==> config.mk <==
export PLATFORM = sky130hd
export DESIGN_NAME = vseq_issue
export DESIGN_NICKNAME = d
export VERILOG_FILES = /design/src/rtl/vseq_pkg.sv /design/src/rtl/vseq_elem_ctr.sv /design/src/rtl/vseq_reg_off.sv /design/src/rtl/vseq_issue.sv
export SDC_FILE = /design/constraint.sdc
export NUM_CORES = 1
export LEC_CHECK = 0
export BUFFER_PORTS_ARGS = -buffer_cell sky130_fd_sc_hd__buf_2
export CAP_MARGIN = 20
export CORE_MARGIN = 5
export CORE_UTILIZATION = 46
export DETAILED_ROUTE_END_ITERATION = 8
export PLACE_DENSITY_LB_ADDON = 0.12
export RECOVER_POWER = 50
export SYNTH_ARGS = -nofsm -noshare
export SYNTH_HDL_FRONTEND = slang
export SYNTH_SLANG_ARGS = --single-unit
==> constraint.sdc <==
create_clock -name clk -period 2.2 [get_ports clk]
set_clock_uncertainty 0.2 [all_clocks]
set_input_delay 0.44 -clock clk [delete_from_list [all_inputs] [get_ports clk]]
set_output_delay 0.44 -clock clk [all_outputs]
set_load 0.02 [all_outputs]
==> src/rtl/vseq_pkg.sv <==
package vseq_pkg;
    localparam int OP_W    = 8;
    localparam int REG_W   = 5;
    localparam int IDX_W   = 4;
    localparam int MAX_VL  = 1 << IDX_W;
    localparam int VL_W    = IDX_W + 1;
    localparam int N_OPND  = 3;
    localparam int SUM_W   = ((REG_W > IDX_W) ? REG_W : IDX_W) + 1;

    typedef logic [REG_W-1:0] reg_t;

    typedef enum logic {ST_IDLE, ST_RUN} seq_st_e;

    // tag bit 0: destination, 1: first source, 2: second source
    typedef struct packed {
        logic [OP_W-1:0]   op;
        reg_t              rd;
        reg_t              rs1;
        reg_t              rs2;
        logic [N_OPND-1:0] tag;
    } instr_t;
endpackage

==> src/rtl/vseq_elem_ctr.sv <==
module vseq_elem_ctr
    import vseq_pkg::*;
(
    input  logic              clk,
    input  logic              rst,
    input  logic              start,
    input  logic [VL_W-1:0]   vl,
    input  logic [MAX_VL-1:0] pred,
    input  logic              uop_ready,
    output logic              accept,
    output logic              busy,
    output logic [IDX_W-1:0]  idx,
    output logic              elem_live,
    output logic              done
);
    seq_st_e           st_q;
    logic [VL_W-1:0]   len_q;
    logic [MAX_VL-1:0] mask_q;
    logic [IDX_W-1:0]  idx_q;
    logic              done_q;
    logic              step;
    logic              last;

    assign accept    = start && (st_q == ST_IDLE);
    assign busy      = (st_q == ST_RUN);
    assign idx       = idx_q;
    assign done      = done_q;
    assign elem_live = busy && mask_q[idx_q];
    assign step      = busy && (!mask_q[idx_q] || uop_ready);
    assign last      = (({1'b0, idx_q} + VL_W'(1)) == len_q);

    always_ff @(posedge clk) begin
        if (rst) begin
            st_q   <= ST_IDLE;
            len_q  <= '0;
            mask_q <= '0;
            idx_q  <= '0;
            done_q <= 1'b0;
        end else begin
            done_q <= 1'b0;
            if (accept) begin
                len_q  <= vl;
                mask_q <= pred;
                idx_q  <= '0;
                if (vl == '0) done_q <= 1'b1;
                else          st_q   <= ST_RUN;
            end else if (step) begin
                if (last) begin
                    st_q   <= ST_IDLE;
                    done_q <= 1'b1;
                end else begin
                    idx_q <= idx_q + IDX_W'(1);
                end
            end
        end
    end


    elem_range_chk: assert property (@(posedge clk) disable iff (rst)
        busy |-> ({1'b0, idx_q} < len_q));
endmodule

==> src/rtl/vseq_reg_off.sv <==
module vseq_reg_off
    import vseq_pkg::*;
(
    input  reg_t             base,
    input  logic             step_en,
    input  logic [IDX_W-1:0] idx,
    output reg_t             regn,
    output logic             ovf
);
    logic [SUM_W-1:0] sum;

    assign sum  = SUM_W'(base) + (step_en ? SUM_W'(idx) : '0);
    assign regn = sum[REG_W-1:0];
    assign ovf  = |sum[SUM_W-1:REG_W];
endmodule

==> src/rtl/vseq_issue.sv <==
module vseq_issue
    import vseq_pkg::*;
(
    input  logic              clk,
    input  logic              rst,
    input  logic              start,
    output logic              in_ready,
    input  logic [OP_W-1:0]   op,
    input  logic [REG_W-1:0]  rd,
    input  logic [REG_W-1:0]  rs1,
    input  logic [REG_W-1:0]  rs2,
    input  logic              vec_rd,
    input  logic              vec_rs1,
    input  logic              vec_rs2,
    input  logic [VL_W-1:0]   vl,
    input  logic [MAX_VL-1:0] pred,
    output logic              uop_valid,
    input  logic              uop_ready,
    output logic [OP_W-1:0]   uop_op,
    output logic [REG_W-1:0]  uop_rd,
    output logic [REG_W-1:0]  uop_rs1,
    output logic [REG_W-1:0]  uop_rs2,
    output logic [IDX_W-1:0]  uop_elem,
    output logic              uop_err,
    output logic              pc_hold,
    output logic              done
);
    instr_t            ins_q;
    logic              accept;
    logic              busy;
    logic              live;
    logic [IDX_W-1:0]  idx;
    reg_t              base_a [N_OPND];
    reg_t              regn_a [N_OPND];
    logic [N_OPND-1:0] ovf_v;

    vseq_elem_ctr u_ctr (
        .clk       (clk),
        .rst       (rst),
        .start     (start),
        .vl        (vl),
        .pred      (pred),
        .uop_ready (uop_ready),
        .accept    (accept),
        .busy      (busy),
        .idx       (idx),
        .elem_live (live),
        .done      (done)
    );

    always_ff @(posedge clk) begin
        if (rst) begin
            ins_q <= '0;
        end else if (accept) begin
            ins_q <= '{op: op, rd: rd, rs1: rs1, rs2: rs2,
                       tag: {vec_rs2, vec_rs1, vec_rd}};
        end
    end

    assign base_a[0] = ins_q.rd;
    assign base_a[1] = ins_q.rs1;
    assign base_a[2] = ins_q.rs2;

    for (genvar g = 0; g < N_OPND; g++) begin : g_opnd
        vseq_reg_off u_off (
            .base    (base_a[g]),
            .step_en (ins_q.tag[g]),
            .idx     (idx),
            .regn    (regn_a[g]),
            .ovf     (ovf_v[g])
        );
    end

    assign in_ready  = !busy;
    assign pc_hold   = busy;
    assign uop_valid = live;
    assign uop_op    = ins_q.op;
    assign uop_rd    = regn_a[0];
    assign uop_rs1   = regn_a[1];
    assign uop_rs2   = regn_a[2];
    assign uop_elem  = idx;
    assign uop_err   = live && (|ovf_v);


    stall_hold_chk: assert property (@(posedge clk) disable iff (rst)
        (uop_valid && !uop_ready) |=> (uop_valid && $stable(uop_op) &&
        $stable(uop_rd) && $stable(uop_rs1) && $stable(uop_rs2) && $stable(uop_elem)));

    done_idle_chk: assert property (@(posedge clk) disable iff (rst)
        done |-> (in_ready && !pc_hold));

    release_pulse_chk: assert property (@(posedge clk) disable iff (rst)
        $fell(pc_hold) |-> done);

    empty_len_chk: assert property (@(posedge clk) disable iff (rst)
        (start && in_ready && (vl == '0)) |=> (done && !pc_hold));

    issue_busy_chk: assert property (@(posedge clk) disable iff (rst)
        uop_valid |-> pc_hold);
endmodule

==> Yosys cells after proc, flatten, opt, wreduce, memory -nomap -nowiden <==
Index checks and enable logic that the tools add are counted.
Widths: inputs -> output; s select.
{ "word_totals": {"ff_bits": 53, "latch_bits": 0, "ramBits": 0, "rom_bits": 0, "inputBits": 51, "out_inout_bits": 32, "word_cells": 47, "mem_count": 0} }
{ "op_classes": {"add_sub_neg": 5, "multipliers": 0, "div_mod_pow": 0, "magnitude_cmp": 1, "n_eq_ne": 2, "shift": 0, "n_mux": 13, "n_bitwise": 2, "n_reduce_logical": 14} }
{ "ops": {"columns": ["operator", "n"], "rows": [
  ["$add 5x6->6", 3],
  ["$mux 4", 3],
  ["$mux 1", 9],
  ["$add 4x1->5 const B", 1],
  ["$eq 5x5->1", 1],
  ["$logic_not 5->1", 1],
  ["$lt 4x5->1 const B", 1],
  ["$add 4x1->4 const B", 1],
  ["$bmux 1 s4", 1],
  ["$logic_and 1x1->1", 4],
  ["$reduce_bool 2->1", 2],
  ["$reduce_and 3->1", 1],
  ["$reduce_or 3->1", 1],
  ["$logic_not 1->1", 2],
  ["$ne 2x2->1 const B", 1],
  ["$not 1->1", 2],
  ["$reduce_and 2->1", 1],
  ["$reduce_or 2->1", 1],
  ["$logic_or 1x1->1", 1]
]} }

==> Depth between registers and ports, before layout <==
Gate-level depths: netlist of the first run.
{ "depth": {"ltp_word": 7, "mapped_depth": 9, "ltp_nobuf": 8} }

==> Hierarchy <==
From an unflattened synthesis of the first run, not the netlist that was laid out.
{ "hier_totals": {"cells_unflattened": 312, "area_unflattened_um2": 2861.5} }
{ "by_module_without_submodules": {"columns": ["mod", "n_inst", "cells_per_inst", "area_per_inst_um2", "seq_area_each_um2"], "rows": [
  ["vseq_elem_ctr", 1, 161, 1346.3, 540.5],
  ["vseq_issue", 1, 94, 1016.0, 520.5],
  ["vseq_reg_off", 3, 19, 166.4, 0.0]
]} }

==> Worst setup path after synthesis of the first run <==
OpenSTA, ideal clock, no wires.
{ "synth_timing": {"path_type": "register to output", "from": "register u_ctr.idx_q[0] (netlist: u_ctr.idx[0])", "to": "output port uop_rs1[4]", "t_arrival_ps": 1910, "required_ps": 1560, "setup_slack_ps": -350, "stages_incl_launch_ff": 9, "path_buffers": 0, "cell_sequence": "dfxtp_1 and2_1 ha_1 inv_1 fa_1 inv_1 a21o_1 a21oi_1 xnor2_1"} }
{ "synth_between": {"elab_chain_cells": 2} }
{ "synth_rtl": {"columns": ["item", "line_no", "text"], "rows": [
  ["start, declared", "vseq_elem_ctr.sv:19", "logic [IDX_W-1:0] idx_q;"],
  ["start signal, assigned", "vseq_elem_ctr.sv:52", "idx_q <= idx_q + IDX_W'(1);"],
  ["$mux 4", "vseq_reg_off.sv:12", "assign sum = SUM_W'(base) + (step_en ? SUM_W'(idx) : '0);"],
  ["$add 5x6->6", "vseq_reg_off.sv:12", null],
  ["end, declared", "vseq_issue.sv:21", "output logic [REG_W-1:0] uop_rs1,"]
]} }
Every way passes these cells.

==> Worst setup path after layout of the first run <==
{ "layout_timing": {"from": "register u_ctr.idx_q[1] (netlist: u_ctr.idx[1])", "to": "output port uop_err"} }
{ "layout_between": {"elab_chain_cells": 4, "word_cells_on_any_way": 11, "cone_classes": "3 x add/sub; 5 x mux; 3 x reduce/logical"} }
{ "layout_rtl": {"columns": ["item", "line_no", "text"], "rows": [
  ["$mux 4 / $bmux 1 s4 (equally long branches)", "vseq_reg_off.sv:12, vseq_elem_ctr.sv:28", null],
  ["$add 5x6->6 / $mux 1 (equally long branches)", "vseq_reg_off.sv:12, vseq_elem_ctr.sv:28", null],
  ["$reduce_or 3->1 / $logic_and 1x1->1 (equally long branches)", "vseq_issue.sv:82, vseq_elem_ctr.sv:28", null],
  ["$logic_and 1x1->1 *", "vseq_issue.sv:82", "assign uop_err = live && (|ovf_v);"],
  ["end, declared", "vseq_issue.sv:24", "output logic uop_err,"]
]} }
Every way passes the cells marked *; elsewhere a longest branch is shown, timed or not. The select of a mux whose other input is x is not followed.

==> impl_metrics.csv, run 1 <==
group,metric,value,unit
yosys,yosys.cell_types.count,33,
final_layout,drive_above_1_share,0.3580,
drt,vias_per_cell,4.955,
yosys,yosys.area.top_type_share,0.4025,
critical_path,start_kind,"register",
yosys,synth_most_common_cell,"nand2_1",
drt,firstDrtPassIters,4,
yosys,synth_area_leaders,"dfxtp_1, nand2_1, a21oi_1, ha_1, xnor2_1",
sta,min_period,2706,ps
global_route,track_usage,0.1825,
yosys,syn_inst,320,
yosys,ys.flop_type,"dfxtp_1",
yosys,muxShareOfSynthArea,0.05458,
hold_path,hold_class,"in -> reg",
pwr,p_seq_frac,0.516,
sta,worst_slack,-505.9,ps
drt,wl,6622,µm
die,die_w,85.71,µm
sta,finalMaxSlewViolations,0,
final_layout,syn_to_final_growth,35.83,%
critical_path,slowest_stage,"mux4_2",
yosys,synth_seq_area_share,0.4025,
final_layout,final_area,3581,µm²
global_route,grt_pass1_vias,2326,
yosys,async_flop_share,0,
place,placed_area,3326,µm²
drt,drc,0,
yosys,synth_compound_area_frac,0.1514,
pwr,leakage,1.709,nW
global_route,grt_max_degree,36,
die,rows,27,
sta,setup_viol_count_final,20,
place,post-dp-hpwl,4917,µm
sta,min_period_over_period,1.230,
die,start_util,0.4758,
critical_path,r2r-end,"u_ctr.idx[3]",
sta,final.setup.tns,-6646,ps
drt,first_iter_violations,119,
yosys,synthXorXnorAreaFrac,0.05316,
outcome,status,"finished with violations",
critical_path,worstSetupEndpoint,"uop_err",
sta,worst_pin_slew,502.6,ps
die,fp.dieArea,7345,µm²
die,core_area,5540,µm²
clock_tree,cts_tree,"built",
drt,antenna_left,0,
pwr,power_frac_clock,0.272,
critical_path,crit_chain,"mux4_2 > mux4_2 > nand2_4 > a31oi_4 > buf_6",
global_route,grt_pass1_wl,10850,µm
yosys,synth_edf_count,0,
die,ios,83,
yosys,yosys.area_share.simple,0.2112,
die,dieHeight,85.71,µm
clock_tree,clkSinkCount,53,
pwr,switching_share,0.2964,
drt,post_drt_wl_per_cell,13.49,µm
clock_tree,root_buffer,"clkbuf_8",
clock_tree,cts-htree-levels,2,
sta,hold_slack,159.9,ps
clock_tree,cts_buffer_depth,2,
pwr,switching_power,617.7,µW
critical_path,crit_path_max_incr_delay,540,ps
yosys,synthesis.area,2636,µm²
clock_tree,clk_pin_slew,100,ps
critical_path,crit-reg2reg-launch,"u_ctr.idx[1]",
yosys,synth_top_family_by_area,"simple AND/OR/NAND/NOR gates",
critical_path,r2r_slack,-440,ps
pwr,powerDensity,582.0,nW/µm²
sta,clock.fmax,369.6,MHz
final_layout,layout.nets,486,
yosys,synth_commonest_cells,"nand2_1, a21oi_1, dfxtp_1",
clock_tree,postCtsHoldBufs,0,
yosys,syn-num-nets,387,
yosys,synthAdderAreaFrac,0.08448,
critical_path,path_common_cell,"mux4_2",
critical_path,worst-path-max-fanout,8,
flow_run,max-cap-violations,0,
global_route,overflow,0,
outcome,violations,"negative setup slack",
critical_path,worstPathRequired,1560,ps
final_layout,fillerInstances,513,
pwr,max-vdd-ir-drop,0.3270,mV
critical_path,crit_type,"reg -> out",
yosys,synth_top_area_cell,"dfxtp_1",
critical_path,rr_worst_depth,8,
place,io_buffer_count,82,
place,gp_congestion,0.7823,
sta,rsz0062_at_grt,"yes",
yosys,syn_area_per_cell,8.238,µm²
yosys,ys_seq_elements,53,
final_layout,diodes,0,
critical_path,endpoint_kind,"output pin",
sta,hold_violations,0,
clock_tree,numCtsBuffers,5,
critical_path,cp.arrival,2070,ps
pwr,internal_power,1.467,mW
pwr,combinationalPowerShare,0.212,
clock_tree,insertion_delay,300,ps
global_route,antenna_found_initial,0,
yosys,ys_warn_count,0,
sta,relSlewSlack,0.6649,
place,dp_slack,-209.0,ps
drt,num_vias,2433,
critical_path,worstSetupStartpoint,"u_ctr.idx[1]",
-- routing by layer --
metal,part of all wire,vias to the layer above,GRT usage,wire (µm)
li1,-,1266,-,-
met1,0.46,1106,0.2381,3023
met2,0.48,57,0.3114,3166
met4,0.010,0,0.04317,69
met5,0,-,0,0
met3,0.055,4,0.03554,362
-- metrics by stage --
stage / power, mW / util / std cells
global placement: 1.505 / 0.6003 / 480
global route: 2.198 / 0.6463 / 491
CTS: 2.105 / 0.6391 / 489
detailed placement: 1.510 / 0.6003 / 480
finish: 2.084 / 0.6463 / 491
floorplan: 1.353 / - / 320
-- power by group through the flow --
stage	logic (mW)	registers, mW	clock network [mW]
finish	0.442	1.07	0.567
global route	0.490	1.08	0.625
CTS	0.444	1.07	0.588
detailed placement	0.417	1.09	0
global placement	0.412	1.09	0
floorplan	0.252	1.10	0
-- what timing repair did --
action,CTS,global route
buffers inserted,2,2
pin swaps,7,9
cloned,0,0
resized for setup,34,8
endpoints found under the setup margin,20,20
-- kinds of logic (layout without fill, tap and decap cells) --
| logic type | after synthesis | count (layout) |
|---|---|---|
| DFF | 53 | 53 |
| buffers and inverters | 28 | 127 |
| xor gates and xnor gates | 16 | 16 |
| AOI/OAI and AO/OA | 70 | 70 |
| adders and majority gates | 16 | 16 |
| muxes | 7 | 7 |
| and+or+nand+nor | 130 | 130 |
-- cells in the final DEF (no fill, tap or decap), types with 2 or more instances in the layout --
cell | synthesis | routed
nand2_1 | 102 | 100
buf_2 | 0 | 57
dfxtp_1 | 53 | 49
a21oi_1 | 53 | 47
buf_4 | 0 | 36
clkbuf_1 | 17 | 12
and2_1 | 11 | 9
ha_1 | 13 | 9
buf_6 | 1 | 7
a21o_1 | 6 | 6
a21oi_2 | 0 | 6
clkbuf_8 | 0 | 6
xnor2_2 | 0 | 5
xnor2_1 | 10 | 5
mux4_2 | 2 | 5
inv_1 | 8 | 4
inv_2 | 0 | 4
xor2_1 | 6 | 4
nor2b_1 | 4 | 3
nor3_1 | 3 | 3
fa_2 | 0 | 3
ha_4 | 0 | 3
and2_4 | 0 | 2
xor2_2 | 0 | 2
nand2_4 | 0 | 2
o21ai_1 | 0 | 2
nor2_1 | 2 | 2
a31oi_1 | 3 | 2
a41o_1 | 2 | 2
mux2i_1 | 2 | 2
dfxtp_2 | 0 | 2
dfxtp_4 | 0 | 2
-- worst max-delay path: cells and delay by family (launching register included) --
family | cells | cell delay [ps]
buffers and inverters | 1 | 140
AND/OR/NAND/NOR | 1 | 110
flip-flops | 1 | 440
multiplexers | 2 | 1040
AO/OA/AOI/OAI | 1 | 40
-- worst min path at each step --
stage | startpoint | end | slack (ps) | depth (start not counted)
after global routing | pred[12] | u_ctr.mask_q[12] | 150 | 3
final | pred[6] | u_ctr.mask_q[6] | 160 | 3
after CTS | pred[14] | u_ctr.mask_q[14] | 150 | 3
after global placement | uop_op[4] | uop_op[4] | 240 | 2
after detailed placement | u_ctr.mask_q[7] | u_ctr.mask_q[7] | 240 | 2
after floorplan | u_ctr.mask_q[12] | u_ctr.mask_q[12] | 230 | 2
-- registers in the layout, summed over array words and instances (netlist names) --
| signal | flops |
|---|---|
| u_ctr.mask_q | 16 |
| base_a | 15 |
| uop_op | 8 |
| u_ctr.len_q | 5 |
| u_ctr.idx | 4 |
| ins_q | 3 |
| u_ctr.busy | 1 |
| u_ctr.done | 1 |
-- cell type report --
type | instances | area [µm²] | share of cell area
Clock buffer | 6 | 82.58 | 0.02306
Clock inverter | 1 | 7.507 | 0.002096
Inverter | 8 | 30.03 | 0.008386
Multi-Input combinational cell | 239 | 1620 | 0.4525
Sequential cell | 53 | 1071 | 0.2991
Tap cell | 72 | 90.09 | 0.02516
Timing Repair Buffer | 112 | 679.4 | 0.1897
Power figures use the tool's default switching activity.
==> run 2, diff against run 1 <==
CORE_MARGIN = not set   (was 5)
CORE_UTILIZATION = 47   (was 46)
SYNTH_HIERARCHICAL = 1   (was not set)
==> run 2 against run 1 <==
The flow still finishes with violations (negative setup slack). Die area decreased by 13%. First-iteration DRC count decreased by 53%. Register-to-register slack improved by 410 ps. Synthesized area increased by 8.5%. Final cell count decreased by 0.61%. Clock power increased by 16%. Non-clock buffer count increased by 5. Global-route usage increased by 2.8 points. Cell area increased by 8.9%. Largest power group unchanged. Sequential power about the same.
==> impl_metrics.csv, run 2 <==
group,metric,value,unit
clock_tree,cts_tree,"built",
die,dieHeight,80.03,µm
clock_tree,root_buffer,"clkbuf_8",
die,die_w,80.03,µm
critical_path,crit_path_max_incr_delay,480,ps
place,dp_cells,479,
final_layout,syn_to_final_growth,36.34,%
place,gp_congestion,0.8254,
place,io_buffer_count,82,
drt,firstDrtPassIters,4,
outcome,violations,"negative setup slack",
clock_tree,numCtsBuffers,5,
final_layout,finalNonFillerCells,488,
clock_tree,clkSinkCount,53,
drt,antenna_left,0,
die,start_util,0.4862,
sta,finalMaxSlewViolations,0,
flow_run,max-cap-violations,0,
drt,drc,0,
clock_tree,cts-htree-levels,2,
sta,clock.fmax,371.8,MHz
yosys,ys_warn_count,6,
critical_path,rr_worst_depth,7,
yosys,synthesis.area,2861,µm²
place,placed_area,3495,µm²
global_route,overflow,0,
global_route,grt_pass1_vias,2386,
global_route,antenna_found_initial,0,
critical_path,cp.depth,8,
pwr,max-vdd-ir-drop,0.3844,mV
critical_path,crit_type,"reg -> out",
final_layout,post-route-util,0.6628,
critical_path,cp_top_family,"multiplexers",
final_layout,largest_reg_flops,16,
hold_path,whs_path_depth,3,
die,ios,83,
critical_path,crit_chain,"buf_6 > mux2i_1 > mux4_2 > nor2_1 > a21oi_1 > nor2b_2 > o31a_1 > buf_6",
clock_tree,cts_buffer_depth,2,
clock_tree,postCtsHoldBufs,0,
drt,num_vias,2456,
yosys,synth_edf_count,0,
critical_path,endpoint_kind,"output pin",
sta,hold_violations,0,
final_layout,drive_above_1_share,0.3971,
final_layout,regMostFlops,"u_ctr/mask_q",
pwr,leakage,1.752,nW
drt,post_drt_wl_per_cell,13.38,µm
critical_path,cp.arrival,2050,ps
critical_path,worst-path-max-fanout,7,
critical_path,path_buf_inv,2,
global_route,track_usage,0.2108,
final_layout,final_area,3901,µm²
yosys,ys_seq_elements,53,
global_route,grt_max_degree,49,
final_layout,layout.nets,479,
clock_tree,clk_pin_slew,100,ps
drt,wl,6529,µm
critical_path,path_common_cell,"buf_6",
hold_path,hold_class,"in -> reg",
yosys,syn-num-nets,379,
sta,worst_pin_slew,532.4,ps
pwr,powerDensity,549.4,nW/µm²
final_layout,fillerInstances,506,
sta,setup_viol_count_final,15,
yosys,yosys.area.top_type_share,0.3708,
drt,first_iter_violations,56,
yosys,synth_top_area_cell,"dfxtp_1",
yosys,yosys.cell_types.count,46,
sta,min_period_over_period,1.223,
drt,vias_per_cell,5.033,
yosys,syn_area_per_cell,9.171,µm²
die,fp.dieArea,6404,µm²
final_layout,multi_input_area,1874,µm²
yosys,synth_area_leaders,"dfxtp_1, mux2i_1, nand2_1, ha_1, a21oi_1",
outcome,status,"finished with violations",
critical_path,worstPathRequired,1560,ps
die,rows,28,
yosys,synth_most_common_cell,"dfxtp_1",
final_layout,final_cell_mix,"buf_2, nand2_1, dfxtp_1",
clock_tree,insertion_delay,310,ps
sta,min_period,2690,ps
yosys,syn_inst,312,
yosys,synth_seq_area_share,0.3708,
critical_path,slowest_stage,"mux4_2",
final_layout,seqCellArea,1076,µm²
final_layout,layout_commonest_cell,"buf_2",
critical_path,start_kind,"register",
final_layout,diodes,0,
yosys,ys.flop_type,"dfxtp_1",
sta,relSlewSlack,0.6400,
die,core_area,5886,µm²
sta,worst_slack,-489.8,ps
yosys,synth_commonest_cells,"dfxtp_1, nand2_1, mux2i_1",
sta,rsz0062_at_grt,"yes",
place,post-dp-hpwl,4557,µm
sta,hold_slack,155.3,ps
yosys,async_flop_share,0,
global_route,grt_pass1_wl,10460,µm
-- run 2: power by group --
part	leakage [nW]	total, mW	switching (mW)	internal, mW
clock	0.0556	0.659	0.334	0.325
combinational	1.26	0.420	0.217	0.203
sequential	0.438	1.06	0.0491	1.02
-- run 2: final timing paths --
check | start | end | slack, ps
min | rs2[2] | base_a[2] | 160
max | u_ctr/idx[2] | uop_err | -490
max reg2reg | u_ctr/idx[2] | u_ctr/idx[0] | -30
min reg2reg | u_ctr/mask_q[13] | u_ctr/mask_q[13] | 260
-- run 2: kinds of logic after synthesis --
family | Yosys count | synth area share
AO/OA/AOI/OAI | 47 | 0.1084
XOR/XNOR | 15 | 0.05072
adder cells (fa/ha/maj) | 16 | 0.07783
buffers and inverters | 26 | 0.06602
flip-flops | 53 | 0.3708
multiplexers | 36 | 0.1316
AND/OR/NAND/NOR | 119 | 0.1946
-- run 2: timing repair --
item	in CTS	in global routing
resized for setup	38	21
setup endpoints to repair	17	19
pin swaps	13	11
buffers inserted	2	1
-- run 2: per-layer routing --
metal / GRT usage / vias to the layer above / wire, µm
li1: - / 1256 / -
met1: 0.2593 / 1124 / 2976
met2: 0.3641 / 65 / 3127
met3: 0.03886 / 11 / 289
met4: 0.07679 / 0 / 136
met5: 0 / - / 0
-- run 2: area by class of cell --
| cell class | count | area share |
|---|---|---|
| Tap cell | 75 | 0.02405 |
| Timing Repair Buffer | 117 | 0.1883 |
| Clock buffer | 7 | 0.02758 |
| Sequential cell | 53 | 0.2758 |
| Multi-Input combinational cell | 233 | 0.4804 |
| Inverter | 2 | 0.001924 |
| Clock inverter | 1 | 0.001924 |
-- run 2: per-stage QoR --
step / worst slack (ps) / TNS, ps / power [mW]
4_1_cts: -493.3 / -3666 / 2.144
5_1_grt: -552.4 / -4395 / 2.246
3_3_place_gp: -184.2 / -607.0 / 1.460
2_1_floorplan: -272.0 / -272.0 / 1.351
3_5_place_dp: -232.8 / -711.9 / 1.467
6_report: -489.8 / -3396 / 2.143
-- run 2: worst register-to-register path, cell delays in order, from the launching register on --
cell      delay, ps
dfxtp_4         410
buf_4           180
mux2_2          350
o22ai_2         160
buf_4           150
nor4_4           60
or4_1           510
a21boi_1        140
==> run 3, diff against run 2 <==
ABC_AREA = 1   (was not set)
CORE_UTILIZATION = 48   (was 47)
==> run 3 against run 2 <==
The run still ends with negative setup slack left. Cell area rose by 7.7%. Sequential share of layout area fell by 1.9 points. Wire length rose by 20%.
==> impl_metrics.csv, run 3 <==
group,metric,value,unit
final_layout,diodes,0,
final_layout,largest_reg_flops,16,
sta,min_period_over_period,1.100,
drt,wl,7851,µm
critical_path,slowest_stage,"dfxtp_1",
drt,firstDrtPassIters,4,
clock_tree,cts-htree-levels,2,
global_route,antenna_found_initial,0,
die,rows,29,
yosys,ys_seq_elements,53,
hold_path,hold_class,"in -> reg",
sta,hold_violations,0,
pwr,combinationalPowerShare,0.280,
yosys,synth_area_leaders,"dfxtp_1, nand2_1, inv_1, nor2_1, nand3_1",
pwr,p_seq_frac,0.440,
final_layout,final_cell_mix,"nand2_1, inv_1, nor2_1",
clock_tree,cts_buffer_depth,2,
place,dp_cells,644,
critical_path,start_kind,"register",
yosys,yosys.cell_types.count,27,
die,start_util,0.5024,
die,die_w,83.75,µm
yosys,syn-num-nets,563,
yosys,synth_commonest_cells,"nand2_1, inv_1, nor2_1",
yosys,synthesis.area,3208,µm²
sta,clock.fmax,413.2,MHz
pwr,leakage,2.164,nW
global_route,track_usage,0.2272,
yosys,syn_inst,496,
flow_run,max-cap-violations,0,
critical_path,r2r_slack,80,ps
yosys,synthAdderAreaFrac,0.06942,
place,gp_congestion,0.8683,
clock_tree,postCtsHoldBufs,0,
yosys,yosys.area.top_type_share,0.3307,
place,io_buffer_count,82,
critical_path,worstPathRequired,1560,ps
final_layout,regMostFlops,"u_ctr/mask_q",
clock_tree,clkSinkCount,53,
yosys,synth_top_family_by_area,"simple AND/OR/NAND/NOR gates",
sta,finalMaxSlewViolations,0,
outcome,status,"finished with violations",
critical_path,endpoint_kind,"output pin",
yosys,ys.flop_type,"dfxtp_1",
clock_tree,insertion_delay,320,ps
global_route,grt_pass1_wl,13140,µm
final_layout,drive_above_1_share,0.3185,
place,dp_slack,36.69,ps
drt,first_iter_violations,87,
yosys,yosys.area_share.simple,0.3358,
drt,drc,0,
critical_path,worst-path-max-fanout,5,
critical_path,cp.arrival,1780,ps
sta,rsz0062_at_grt,"yes",
yosys,async_flop_share,0,
drt,post_drt_wl_per_cell,11.88,µm
pwr,power_frac_clock,0.280,
yosys,synthXorXnorAreaFrac,0.01911,
place,post-dp-hpwl,5242,µm
final_layout,finalNonFillerCells,661,
pwr,switching_power,851.4,µW
pwr,max-vdd-ir-drop,0.4325,mV
critical_path,cp_top_family,"flip-flops",
global_route,overflow,0,
critical_path,crit_path_max_incr_delay,400,ps
critical_path,crit_type,"reg -> out",
critical_path,path_buf_inv,4,
yosys,synth_edf_count,0,
sta,relSlewSlack,0.5948,
pwr,internal_power,1.690,mW
sta,min_period,2420,ps
yosys,muxShareOfSynthArea,0,
pwr,switching_share,0.3350,
clock_tree,cts_tree,"built",
yosys,synth_top_area_cell,"dfxtp_1",
yosys,ys_warn_count,6,
global_route,grt_pass1_vias,2949,
clock_tree,numCtsBuffers,5,
yosys,syn_area_per_cell,6.468,µm²
global_route,grt_max_degree,53,
sta,final.setup.tns,-1717,ps
clock_tree,clk_pin_slew,110,ps
place,placed_area,3636,µm²
drt,antenna_left,0,
final_layout,layout.nets,650,
yosys,synth_compound_area_frac,0.08034,
sta,worst_slack,-220.0,ps
yosys,synth_most_common_cell,"nand2_1",
final_layout,final_area,4203,µm²
sta,setup_viol_count_final,14,
drt,num_vias,3162,
drt,vias_per_cell,4.784,
pwr,powerDensity,604.8,nW/µm²
die,fp.dieArea,7014,µm²
outcome,violations,"negative setup slack",
critical_path,crit_chain,"nand2_1 > inv_1 > ha_1 > nand2_1 > inv_1 > nand3_1 > nand2_1 > inv_1 > a21oi_2 > buf_6",
clock_tree,root_buffer,"clkbuf_8",
die,core_area,6386,µm²
die,dieHeight,83.75,µm
final_layout,layout_commonest_cell,"nand2_1",
sta,worst_pin_slew,607.8,ps
final_layout,syn_to_final_growth,31.01,%
final_layout,post-route-util,0.6581,
die,ios,83,
yosys,synth_seq_area_share,0.3307,
==> run 3: cell count changes after synthesis, sizes merged, moves of 4 or more <==
cell,change
nor2,+48
nand3,+31
o21ai,+22
a21boi,-4
mux2i,-32
xnor2,-5
and2,-12
inv,+88
nand2,+86
==> run 3: metal layers <==
layer	track usage	vias up	share of wire
met5	0	-	0
met4	0.05239	0	0.010
met3	0.04946	11	0.050
met2	0.4006	68	0.50
met1	0.2818	1417	0.44
li1	-	1666	-
==> run 3: power groups by stage <==
| stage | clock network, mW | logic [mW] | registers [mW] |
|---|---|---|---|
| finish | 0.712 | 0.711 | 1.12 |
| global route | 0.761 | 0.795 | 1.13 |
| global placement | 0 | 0.597 | 1.12 |
| floorplan | 0 | 0.456 | 1.13 |
| detailed placement | 0 | 0.606 | 1.13 |
| CTS | 0.734 | 0.673 | 1.12 |
==> run 3: per-stage QoR <==
| stage | power [mW] | hold WS, ps |
|---|---|---|
| final | 2.542 | 158.0 |
| after global routing | 2.686 | 160.3 |
| after CTS | 2.524 | 148.3 |
| after detailed placement | 1.732 | 249.3 |
| after global placement | 1.720 | 246.1 |
| after floorplan | 1.582 | 229.2 |
==> run 3: path summary, 6_finish.rpt <==
kind / from / to / depth (start not counted)
worst max-delay path: u_ctr/idx[3] / uop_err / 10
worst min-delay path: rst / u_ctr/done / 2
worst max register to register: u_ctr/idx[0] / u_ctr/idx[1] / 15
worst min register to register: u_ctr/mask_q[6] / u_ctr/mask_q[6] / 2
==> run 3: kinds of logic (layout without fill, tap and decap cells) <==
| kind of cell | count (synthesis) | in the layout |
|---|---|---|
| adders and majority gates | 16 | 16 |
| buffers and inverters | 113 | 201 |
| and+or+nand+nor | 257 | 257 |
| DFF | 53 | 53 |
| AOI/OAI and AO/OA | 50 | 50 |
| xor gates and xnor gates | 7 | 7 |
==> run 3: timing repair <==
action	CTS	global route
pin swaps	27	20
setup endpoints to repair	14	20
buffers inserted	5	4
resized for setup	77	31
==> run 3: layout make-up <==
cell class	instances	area [µm²]
fillers	591	2183
well taps	77	96.34
multi-input cells	330	1903
flip-flops and latches	53	1079
inverters	90	344.1
repair buffers	103	664.4
clock buffers	5	68.82
clock inverters	3	47.55
